--- src/rtl/usb_irq_pkg.sv ---
package usb_irq_pkg;

    // Status word bit positions (software decodes these)
    localparam int B_OUT_EP   = 19;
    localparam int B_IN_EP    = 18;
    localparam int B_FRM_END  = 15;
    localparam int B_ISO_DROP = 14;
    localparam int B_ENUM     = 13;
    localparam int B_BUSRST   = 12;
    localparam int B_SUSP     = 11;
    localparam int B_ESUSP    = 10;

    // Latched flags occupy a contiguous field starting at FLAG_LO
    localparam int FLAG_LO = B_ESUSP;
    localparam int N_FLAGS = B_FRM_END - B_ESUSP + 1;

    localparam int F_ESUSP    = B_ESUSP    - FLAG_LO;
    localparam int F_SUSP     = B_SUSP     - FLAG_LO;
    localparam int F_BUSRST   = B_BUSRST   - FLAG_LO;
    localparam int F_ENUM     = B_ENUM     - FLAG_LO;
    localparam int F_ISO_DROP = B_ISO_DROP - FLAG_LO;
    localparam int F_FRM_END  = B_FRM_END  - FLAG_LO;

    // Bits that carry state in status and mask
    localparam logic [31:0] LIVE_BITS = 32'h000C_FC00;

    // Offset of the OUT half of the endpoint pending word
    localparam int EP_OUT_OFS = 16;

    typedef enum logic [1:0] {
        A_STATUS = 2'd0,
        A_MASK   = 2'd1,
        A_EPPEND = 2'd2,
        A_NONE   = 2'd3
    } reg_addr_e;

    typedef struct packed {
        logic [N_FLAGS-1:0] flags;
        logic [31:0]        mask;
    } agg_state_t;

endpackage

--- src/rtl/usb_ep_pend.sv ---
module usb_ep_pend #(
    parameter int N_EP = 4
) (
    input  logic            clk_i,
    input  logic            rst_ni,
    input  logic [N_EP-1:0] set_i,
    input  logic [N_EP-1:0] clr_i,
    output logic [N_EP-1:0] pend_o,
    output logic            any_o
);

    logic [N_EP-1:0] pend_d, pend_q;

    always_comb begin
        // set has priority over a clear in the same cycle
        pend_d = (pend_q & ~clr_i) | set_i;
    end

    always_ff @(posedge clk_i or negedge rst_ni) begin
        if (!rst_ni) pend_q <= '0;
        else         pend_q <= pend_d;
    end

    assign pend_o = pend_q;
    assign any_o  = |pend_q;

endmodule

--- src/rtl/usb_frame_end_det.sv ---
module usb_frame_end_det #(
    parameter int FRAME_CYCLES = 7500
) (
    input  logic       clk_i,
    input  logic       rst_ni,
    input  logic       sof_i,
    input  logic [1:0] sel_i,
    output logic       hit_o
);

    localparam int CNT_W = $clog2(FRAME_CYCLES + 1);
    localparam int THR0  = (FRAME_CYCLES * 80) / 100;
    localparam int THR1  = (FRAME_CYCLES * 85) / 100;
    localparam int THR2  = (FRAME_CYCLES * 90) / 100;
    localparam int THR3  = (FRAME_CYCLES * 95) / 100;

    logic [CNT_W-1:0] cnt_d, cnt_q;
    logic [CNT_W-1:0] thr;

    always_comb begin
        unique case (sel_i)
            2'd0:    thr = CNT_W'(THR0);
            2'd1:    thr = CNT_W'(THR1);
            2'd2:    thr = CNT_W'(THR2);
            default: thr = CNT_W'(THR3);
        endcase

        // elapsed count restarts at each frame start and parks at the frame length
        if (sof_i)                               cnt_d = '0;
        else if (cnt_q < CNT_W'(FRAME_CYCLES))   cnt_d = cnt_q + 1'b1;
        else                                     cnt_d = cnt_q;

        hit_o = (cnt_q == thr);
    end

    always_ff @(posedge clk_i or negedge rst_ni) begin
        if (!rst_ni) cnt_q <= CNT_W'(FRAME_CYCLES);
        else         cnt_q <= cnt_d;
    end

endmodule

--- src/rtl/usb_idle_timer.sv ---
module usb_idle_timer #(
    parameter int IDLE_CYCLES = 180000
) (
    input  logic clk_i,
    input  logic rst_ni,
    input  logic active_i,
    output logic expire_o,
    output logic suspended_o
);

    localparam int CNT_W = $clog2(IDLE_CYCLES);

    typedef struct packed {
        logic [CNT_W-1:0] cnt;
        logic             fired;
        logic             susp;
    } idle_st_t;

    idle_st_t st_d, st_q;

    always_comb begin
        st_d     = st_q;
        expire_o = 1'b0;
        if (active_i) begin
            st_d.cnt   = '0;
            st_d.fired = 1'b0;
            st_d.susp  = 1'b0;
        end else if (!st_q.fired) begin
            if (st_q.cnt == CNT_W'(IDLE_CYCLES - 1)) begin
                expire_o   = 1'b1;
                st_d.fired = 1'b1;
                st_d.susp  = 1'b1;
            end else begin
                st_d.cnt = st_q.cnt + 1'b1;
            end
        end
    end

    always_ff @(posedge clk_i or negedge rst_ni) begin
        if (!rst_ni) st_q <= '0;
        else         st_q <= st_d;
    end

    assign suspended_o = st_q.susp;

endmodule

--- src/rtl/usb_dev_irq_agg.sv ---
module usb_dev_irq_agg
    import usb_irq_pkg::*;
#(
    parameter int N_EP     = 4,      // at most 16
    parameter int FIFO_W   = 12,
    parameter int CLK_KHZ  = 60000,
    parameter int FRAME_US = 125
) (
    input  logic              clk_i,
    input  logic              rst_ni,
    input  logic              reg_wr_i,
    input  logic [1:0]        reg_addr_i,
    input  logic [31:0]       reg_wdata_i,
    output logic [31:0]       reg_rdata_o,
    input  logic [N_EP-1:0]   ep_in_set_i,
    input  logic [N_EP-1:0]   ep_in_clr_i,
    input  logic [N_EP-1:0]   ep_out_set_i,
    input  logic [N_EP-1:0]   ep_out_clr_i,
    input  logic              sof_i,
    input  logic [1:0]        pfi_sel_i,
    input  logic              iso_pkt_i,
    input  logic [FIFO_W-1:0] rx_free_i,
    input  logic [FIFO_W-1:0] iso_mps_i,
    input  logic              enum_done_i,
    input  logic              bus_reset_i,
    input  logic              bus_active_i,
    output logic              suspended_o,
    output logic              irq_o
);

    localparam int IDLE_CYCLES  = CLK_KHZ * 3;
    localparam int FRAME_CYCLES = (CLK_KHZ * FRAME_US) / 1000;

    // index 0 = IN direction, index 1 = OUT direction
    logic [1:0][N_EP-1:0] dir_set, dir_clr, dir_pend;
    logic [1:0]           dir_any;

    assign dir_set[0] = ep_in_set_i;
    assign dir_clr[0] = ep_in_clr_i;
    assign dir_set[1] = ep_out_set_i;
    assign dir_clr[1] = ep_out_clr_i;

    for (genvar g = 0; g < 2; g++) begin : g_dir
        usb_ep_pend #(.N_EP(N_EP)) u_pend (
            .clk_i  (clk_i),
            .rst_ni (rst_ni),
            .set_i  (dir_set[g]),
            .clr_i  (dir_clr[g]),
            .pend_o (dir_pend[g]),
            .any_o  (dir_any[g])
        );
    end

    logic frm_hit;
    usb_frame_end_det #(.FRAME_CYCLES(FRAME_CYCLES)) u_frm (
        .clk_i  (clk_i),
        .rst_ni (rst_ni),
        .sof_i  (sof_i),
        .sel_i  (pfi_sel_i),
        .hit_o  (frm_hit)
    );

    logic idle_expire;
    usb_idle_timer #(.IDLE_CYCLES(IDLE_CYCLES)) u_idle (
        .clk_i       (clk_i),
        .rst_ni      (rst_ni),
        .active_i    (bus_active_i),
        .expire_o    (idle_expire),
        .suspended_o (suspended_o)
    );

    agg_state_t         st_d, st_q;
    logic [N_FLAGS-1:0] flag_set, flag_clr;
    logic [31:0]        sts_w, mask_w, ep_word;

    always_comb begin
        flag_set             = '0;
        flag_set[F_ESUSP]    = idle_expire;
        flag_set[F_SUSP]     = idle_expire;
        flag_set[F_BUSRST]   = bus_reset_i;
        flag_set[F_ENUM]     = enum_done_i;
        flag_set[F_ISO_DROP] = iso_pkt_i && (rx_free_i < iso_mps_i);
        flag_set[F_FRM_END]  = frm_hit;

        flag_clr = '0;
        if (reg_wr_i && reg_addr_i == A_STATUS)
            flag_clr = reg_wdata_i[FLAG_LO +: N_FLAGS];

        st_d       = st_q;
        st_d.flags = (st_q.flags & ~flag_clr) | flag_set;
        if (reg_wr_i && reg_addr_i == A_MASK)
            st_d.mask = reg_wdata_i & LIVE_BITS;
    end

    always_ff @(posedge clk_i or negedge rst_ni) begin
        if (!rst_ni) st_q <= '0;
        else         st_q <= st_d;
    end

    always_comb begin
        sts_w                      = '0;
        sts_w[B_OUT_EP]            = dir_any[1];
        sts_w[B_IN_EP]             = dir_any[0];
        sts_w[FLAG_LO +: N_FLAGS]  = st_q.flags;

        ep_word = '0;
        for (int i = 0; i < N_EP; i++) begin
            ep_word[i]              = dir_pend[0][i];
            ep_word[EP_OUT_OFS + i] = dir_pend[1][i];
        end

        unique case (reg_addr_e'(reg_addr_i))
            A_STATUS: reg_rdata_o = sts_w;
            A_MASK:   reg_rdata_o = st_q.mask;
            A_EPPEND: reg_rdata_o = ep_word;
            default:  reg_rdata_o = '0;
        endcase
    end

    assign mask_w = st_q.mask;
    assign irq_o  = |(sts_w & st_q.mask);

endmodule

--- config.mk ---
export PLATFORM = sky130hd
export DESIGN_NAME = usb_dev_irq_agg
export DESIGN_NICKNAME = d
export VERILOG_FILES = /design/src/rtl/usb_irq_pkg.sv /design/src/rtl/usb_ep_pend.sv /design/src/rtl/usb_frame_end_det.sv /design/src/rtl/usb_idle_timer.sv /design/src/rtl/usb_dev_irq_agg.sv
export SDC_FILE = /design/constraint.sdc
export NUM_CORES = 1
export LEC_CHECK = 0
export ABC_AREA = 1
export BUFFER_PORTS_ARGS = -buffer_cell sky130_fd_sc_hd__buf_2
export CAP_MARGIN = 10
export CORE_MARGIN = 1
export CORE_UTILIZATION = 45
export DETAILED_ROUTE_END_ITERATION = 12
export PLACE_DENSITY = 0.78
export SLEW_MARGIN = 20
export SYNTH_ARGS = -nofsm -noshare
export SYNTH_HDL_FRONTEND = slang
export SYNTH_HIERARCHICAL = 1
export SYNTH_SLANG_ARGS = --single-unit
--- constraint.sdc ---
create_clock -name clk_i -period 1.5 [get_ports clk_i]
set_input_delay 0.15 -clock clk_i [delete_from_list [all_inputs] [get_ports clk_i]]
set_output_delay 0.15 -clock clk_i [all_outputs]
set_load 0.02 [all_outputs]
# Word-level counts from Yosys, hierarchy flattened
# Index checks and enable logic that the tools add are counted.
[totals]
out_inout_bits = 34
memories = 0
in_bits = 84
mem_bits_rw = 0
latch_bits = 0
mem_bits_ro = 0
word_cells = 54
ff_bits = 55
[op_classes]
div_mod_pow = 0
add_sub_neg = 2
multipliers = 0
magnitude_cmp = 2
bitwise_logic = 10
muxes = 12
n_eq_ne = 8
shift = 0
n_reduce_logical = 12
[ops]
columns = ["op", "n"]
rows = [
  ["case mux 20 bit (3 select lines)", 1],
  ["2-to-1 mux 20 bit", 2],
  ["case mux 12 bit (3 select lines)", 1],
  ["OR reduction 32 bit", 1],
  ["2-to-1 mux 13 bit", 2],
  ["AND 20 bit", 1],
  ["adder 18 x 1 -> 18 bit (second input constant)", 1],
  ["equality test 18 bit (second input constant)", 1],
  ["2-to-1 mux 18 bit", 1],
  ["adder 13 x 1 -> 13 bit (second input constant)", 1],
  ["equality test 13 bit", 1],
  ["< comparator 13 bit (second input constant)", 1],
  ["< comparator 12 bit", 1],
  ["AND 4 bit", 2],
  ["inverter 4 bit", 2],
  ["OR 4 bit", 2],
  ["OR reduction 4 bit", 2],
  ["AND 6 bit", 1],
  ["2-to-1 mux 6 bit", 1],
  ["inverter 6 bit", 1],
  ["OR 6 bit", 1],
  ["equality test 2 x 1 -> 1 bit (second input constant)", 2],
  ["equality test 2 bit (second input constant)", 2],
  ["logical NOT 2 bit", 2],
  ["other kinds (6)", 13],
]

# Depth between registers and ports, before layout
[depth]
ltp_word = 6
depth_mapped = 11
depth_no_buf = 11

# By module
# The synthesis kept the hierarchy.
[by_module_without_submodules]
columns = ["mod", "cells_per_inst", "area_each_um2", "instances", "seq_area_each_um2"]
rows = [
  ["usb_idle_timer", 203, 1378.8, 1, 500.5],
  ["usb_dev_irq_agg", 184, 1268.7, 1, 350.3],
  ["usb_frame_end_det", 152, 1051.0, 1, 334.1],
  ["usb_ep_pend", 23, 171.4, 2, 100.1],
]

# Worst setup path before layout
# OpenSTA, ideal clock, no wires.
[synth_timing]
kind = "reg2reg"
from = "register u_idle/st_q[3] in the netlist's numbering"
to = "register u_idle/st_q[11] in the netlist's numbering"
setup_slack_ns = -0.059
setup_time_ns = 0.117
arrival_time_ns = 1.442
stages_incl_launch_ff = 12
required_time_ns = 1.383
synth_period_minus_slack_ns = 1.559
path_buffers = 1
cell_sequence = "dfrtp_1 ha_1 nand2_2 nor2_4 inv_2 nor2_4 nand2_4 nand2_4 nand2_4 buf_6 nand2_1 nand2_1"
[synth_via]
elab_chain_len = 4
word_cells_on_any_way = 7
cone_classes = "add/sub: 1; eq/ne: 2; mux: 3; reduce/logical: 1"
[synth_lines]
columns = ["element", "line_no", "source"]
rows = [
  ["from (decl)", "usb_idle_timer.sv:19", "idle_st_t st_d, st_q;"],
  ["from (signal assigned)", "usb_idle_timer.sv:41", "else st_q <= st_d;"],
  ["adder 18 x 1 -> 18 bit", "usb_idle_timer.sv:34", "st_d.cnt = st_q.cnt + 1'b1;"],
  ["2-to-1 mux 18 bit", "usb_idle_timer.sv:29", "if (st_q.cnt == CNT_W'(IDLE_CYCLES - 1)) begin"],
  ["2-to-1 mux 20 bit", "usb_idle_timer.sv:28", "end else if (!st_q.fired) begin"],
  ["2-to-1 mux 20 bit", "usb_idle_timer.sv:24", "if (active_i) begin"],
]
# Parallel ways exist; a longest one is shown, timed or not. The select of a mux whose other input is x is not followed.
# A chain may end at the register's enable or synchronous reset.

# Worst setup path after layout
[layout_timing]
from = "register u_idle/st_q[3] in the netlist's numbering"
to = "register u_idle/st_q[4] in the netlist's numbering"
# The elaborated chain is that of the path after synthesis.

==> reports/results.txt <==
Latest clock arrival within the worst-skew pair: 0.31 ns
Setup crit end kind: flip-flop
Vert. Die Dim: 96.77 um
RSZ-0062 raised after global routing: true
Area occupied by registers: 1388 um2
Max-cap violations: 0
Power, Total: 0.003235 W
Cell Area, Synth: 4041 um2
Pre-antenna DRT Iters: 5
Hold Path Depth: 3
Yosys synthesis warning count: 6
CTS max path bufs: 2
Crit-path cells: ha_4 > nand2_4 > nor2_4 > inv_2 > nor2_4 > nand2_4 > nand2_8 > nand2_8 > inv_6 > nand2_2 > nand2_1
Switching share of power: 0.2873
HP Class: in -> reg
Placed Instances: 785
Violated checks: negative setup slack
Non-Filler Instances: 806
Final hold vios: 0
TritonCTS clock tree: yes
Grt ovf: 0
R2r endpoint: u_idle/st_q[4]
Part of the power in registers: 0.494
H-tree levels: 2
Hold EP: g_dir[1].u_pend/pend_o[1]
Clock transition at the registers of the reported paths: 0.10 ns
Slew HR: 0.6159
Initial antenna violation count: 0
Slew Viols, Final: 0
Mapped Cells: 585
Final cycle utilization of the critical path: 1.018
WL final: 10.13 mm
Critical path launch point type: flip-flop
Final Worst Setup Slack: -0.02663 ns
Routability cong.: 0.9184
Root Buffer Master: clkbuf_8
TNS Setup: -0.1037 ns
CP max FO: 7
Area of the multi-input gates: 2243 um2
Die area: 9363 um2
CP Buf/Inv Count: 2
Antenna-violating nets left: 0
Core area: 8721 um2
Max stage delay on crit path: 0.43 ns
Vias in the first global route: 3,893
Clock share of power: 0.308
Data required time of the worst path: 1.75 ns
Seq/Total Area, Yosys: 0.3427
Worst R2R Path Depth: 11
Critical path arrival: 1.78 ns
DR WL/cell: 12.57 um
Nets@finish: 799
Overall routing resource usage: 0.2134
P_int: 0.002306 W
Worst Skew: 0.007427 ns
Yosys top cell area share: 0.2972
R2R Path Start: u_idle/st_q[3]
Leakage Power: 2.771 nW
Internal reg-to-reg setup slack: -0.03 ns
Slowest stage cell, crit path: dfrtp_1
Iteration-0 DRC Markers: 203
Syn_area_per_cell: 6.908 um2
Commonest non-fill, non-tap cell in the layout: nand2_1
Min Tclk post-route: 1.527 ns
Pwr Density: 644.5 nW/um2
Worst slew pin tran: 0.5756 ns
Layout Utilization: 0.5756
Detailed placement HPWL: 7.424 mm
Area grow syn2layout: 24.21%
Setup Viol. Count Final: 6
Worst path top cell family by delay: simple AND/OR/NAND/NOR gates
Top area cells in the synthesized netlist: dfrtp_1 30%, nand2_1 14%, inv_1 11%, nor2_1 6.0%, ha_1 5.6%
Fmax: 655.0 MHz
Peak VDD IR: 0.0005607 V
Place WS: -0.03767 ns
Die width: 96.77 um
IO buf count: 75
# fillers: 769
Layout cell share with drive strength beyond 1: 0.2937
Gate power share: 0.198
Row count: 34
Synth unique cells: 32
Most frequent cells in the layout: 141 x nand2_1, 113 x inv_1, 74 x buf_2
#FFs+latches synth: 55
Synth area leader: dfrtp_1
CTS Sinks: 55
Hold path startpoint: ep_out_set_i[1]
Inserted Clock Buffers: 5
First-pass GRT wire length: 16.68 mm
# DRC: 0
DR vias/cell: 5.001
Net Switching: 0.0009295 W
Vias: 4,031
Largest net degree at the start of global routing: 56
Antenna cells: 0
I/O Pins: 118
Outcome: complete, but fails checks
Setup CP Type: reg -> reg
Initial core utilization: 0.4634
## cells by family after synthesis
| logic type | after synthesis | synth area share |
|---|---|---|
| XOR/XNOR | 5 | 0.01084 |
| adder cells (fa/ha/maj) | 18 | 0.05573 |
| flip-flops | 55 | 0.3427 |
| AND/OR/NAND/NOR | 296 | 0.3241 |
| other | 1 | 0.0009279 |
| buffers and inverters | 147 | 0.1588 |
| AO/OA/AOI/OAI | 63 | 0.1068 |
## synthesized netlist by cell type
master      n
nand2_1   150
inv_1     117
nor2_1     65
dfrtp_1    48
nand3_1    39
o21ai_2    19
buf_4      18
ha_1       18
nand4_1    15
o21ai_0    15
o22ai_1    12
dfstp_2     7
nor3_1      7
a21oi_1     6
inv_2       6
nand2_4     6
o21bai_1    5
nand2_2     4
nor2_4      4
buf_6       3
clkbuf_1    3
xor2_1      3
a21oi_2     2
nor2_2      2
o221ai_1    2
or2_2       2
xnor2_1     2
and2_1      1
conb_1      1
nand3_2     1
o211ai_1    1
o21ai_1     1
## registers in the layout, indices dropped and copies added (netlist names)
signal and flops:
u_idle/suspended_o 1, g_dir.u_pend/pend_o 8, mask_w 8, st_q 6
u_frm/cnt_q 13, u_idle/st_q 19
## routing by layer
metal | wire (um) | GRT usage
met1 | 4185 | 0.2656
met2 | 5149 | 0.3700
met5 | 0 | 0
met4 | 233 | 0.08496
met3 | 564 | 0.03179
## worst max-delay path by stage
stage	start	endpoint	slack [ns]	cells after the start
after floorplan	u_idle/st_q[3]	u_idle/st_q[11]	0.00006	11
after global placement	u_idle/st_q[3]	u_idle/st_q[7]	0.03	11
after detailed placement	u_idle/st_q[3]	u_idle/st_q[7]	-0.04	11
after CTS	g_dir[0].u_pend/pend_o[0]	irq_o	-0.0005	7
after global routing	u_idle/st_q[3]	u_idle/st_q[14]	-0.16	9
final	u_idle/st_q[3]	u_idle/st_q[4]	-0.03	11
## power by group through the flow
stage          Clock (W)  Combinational [W]  Sequential [W]
2_1_floorplan          0           0.000408         0.00162
3_3_place_gp           0           0.000582         0.00162
3_5_place_dp           0           0.000604         0.00163
4_1_cts          0.00102           0.000624         0.00160
5_1_grt          0.00109           0.000722         0.00161
6_report        0.000998           0.000639         0.00160
## cell type report
class	instances	area share
flip-flops and latches	55	0.2764
clock buffers	7	0.01520
inverters	123	0.09297
clock inverters	1	0.005982
well taps	108	0.02692
repair buffers	111	0.1356
multi-input cells	401	0.4469
## repair_timing
item,CTS,global route
pin swaps,3,16
setup endpoints to repair,11,30
hold buffers,1,1
hold endpoints to repair,48,1
cloned,0,1
buffers inserted,4,6
gates resized for setup,8,42
## tightest hold or removal path: stages
cell and delay, ns:
buf_2 0.08, inv_1 0.03, nand2_1 0.05
## through the flow
step                hold slack [ns]  cell area, um2
finish                      0.01924            5020
global route                0.01632            5020
CTS                         0.01015            4821
detailed placement           0.1746            4646
global placement             0.1708            4646
floorplan                   -0.1456            4123
Power figures use the tool's default switching activity.
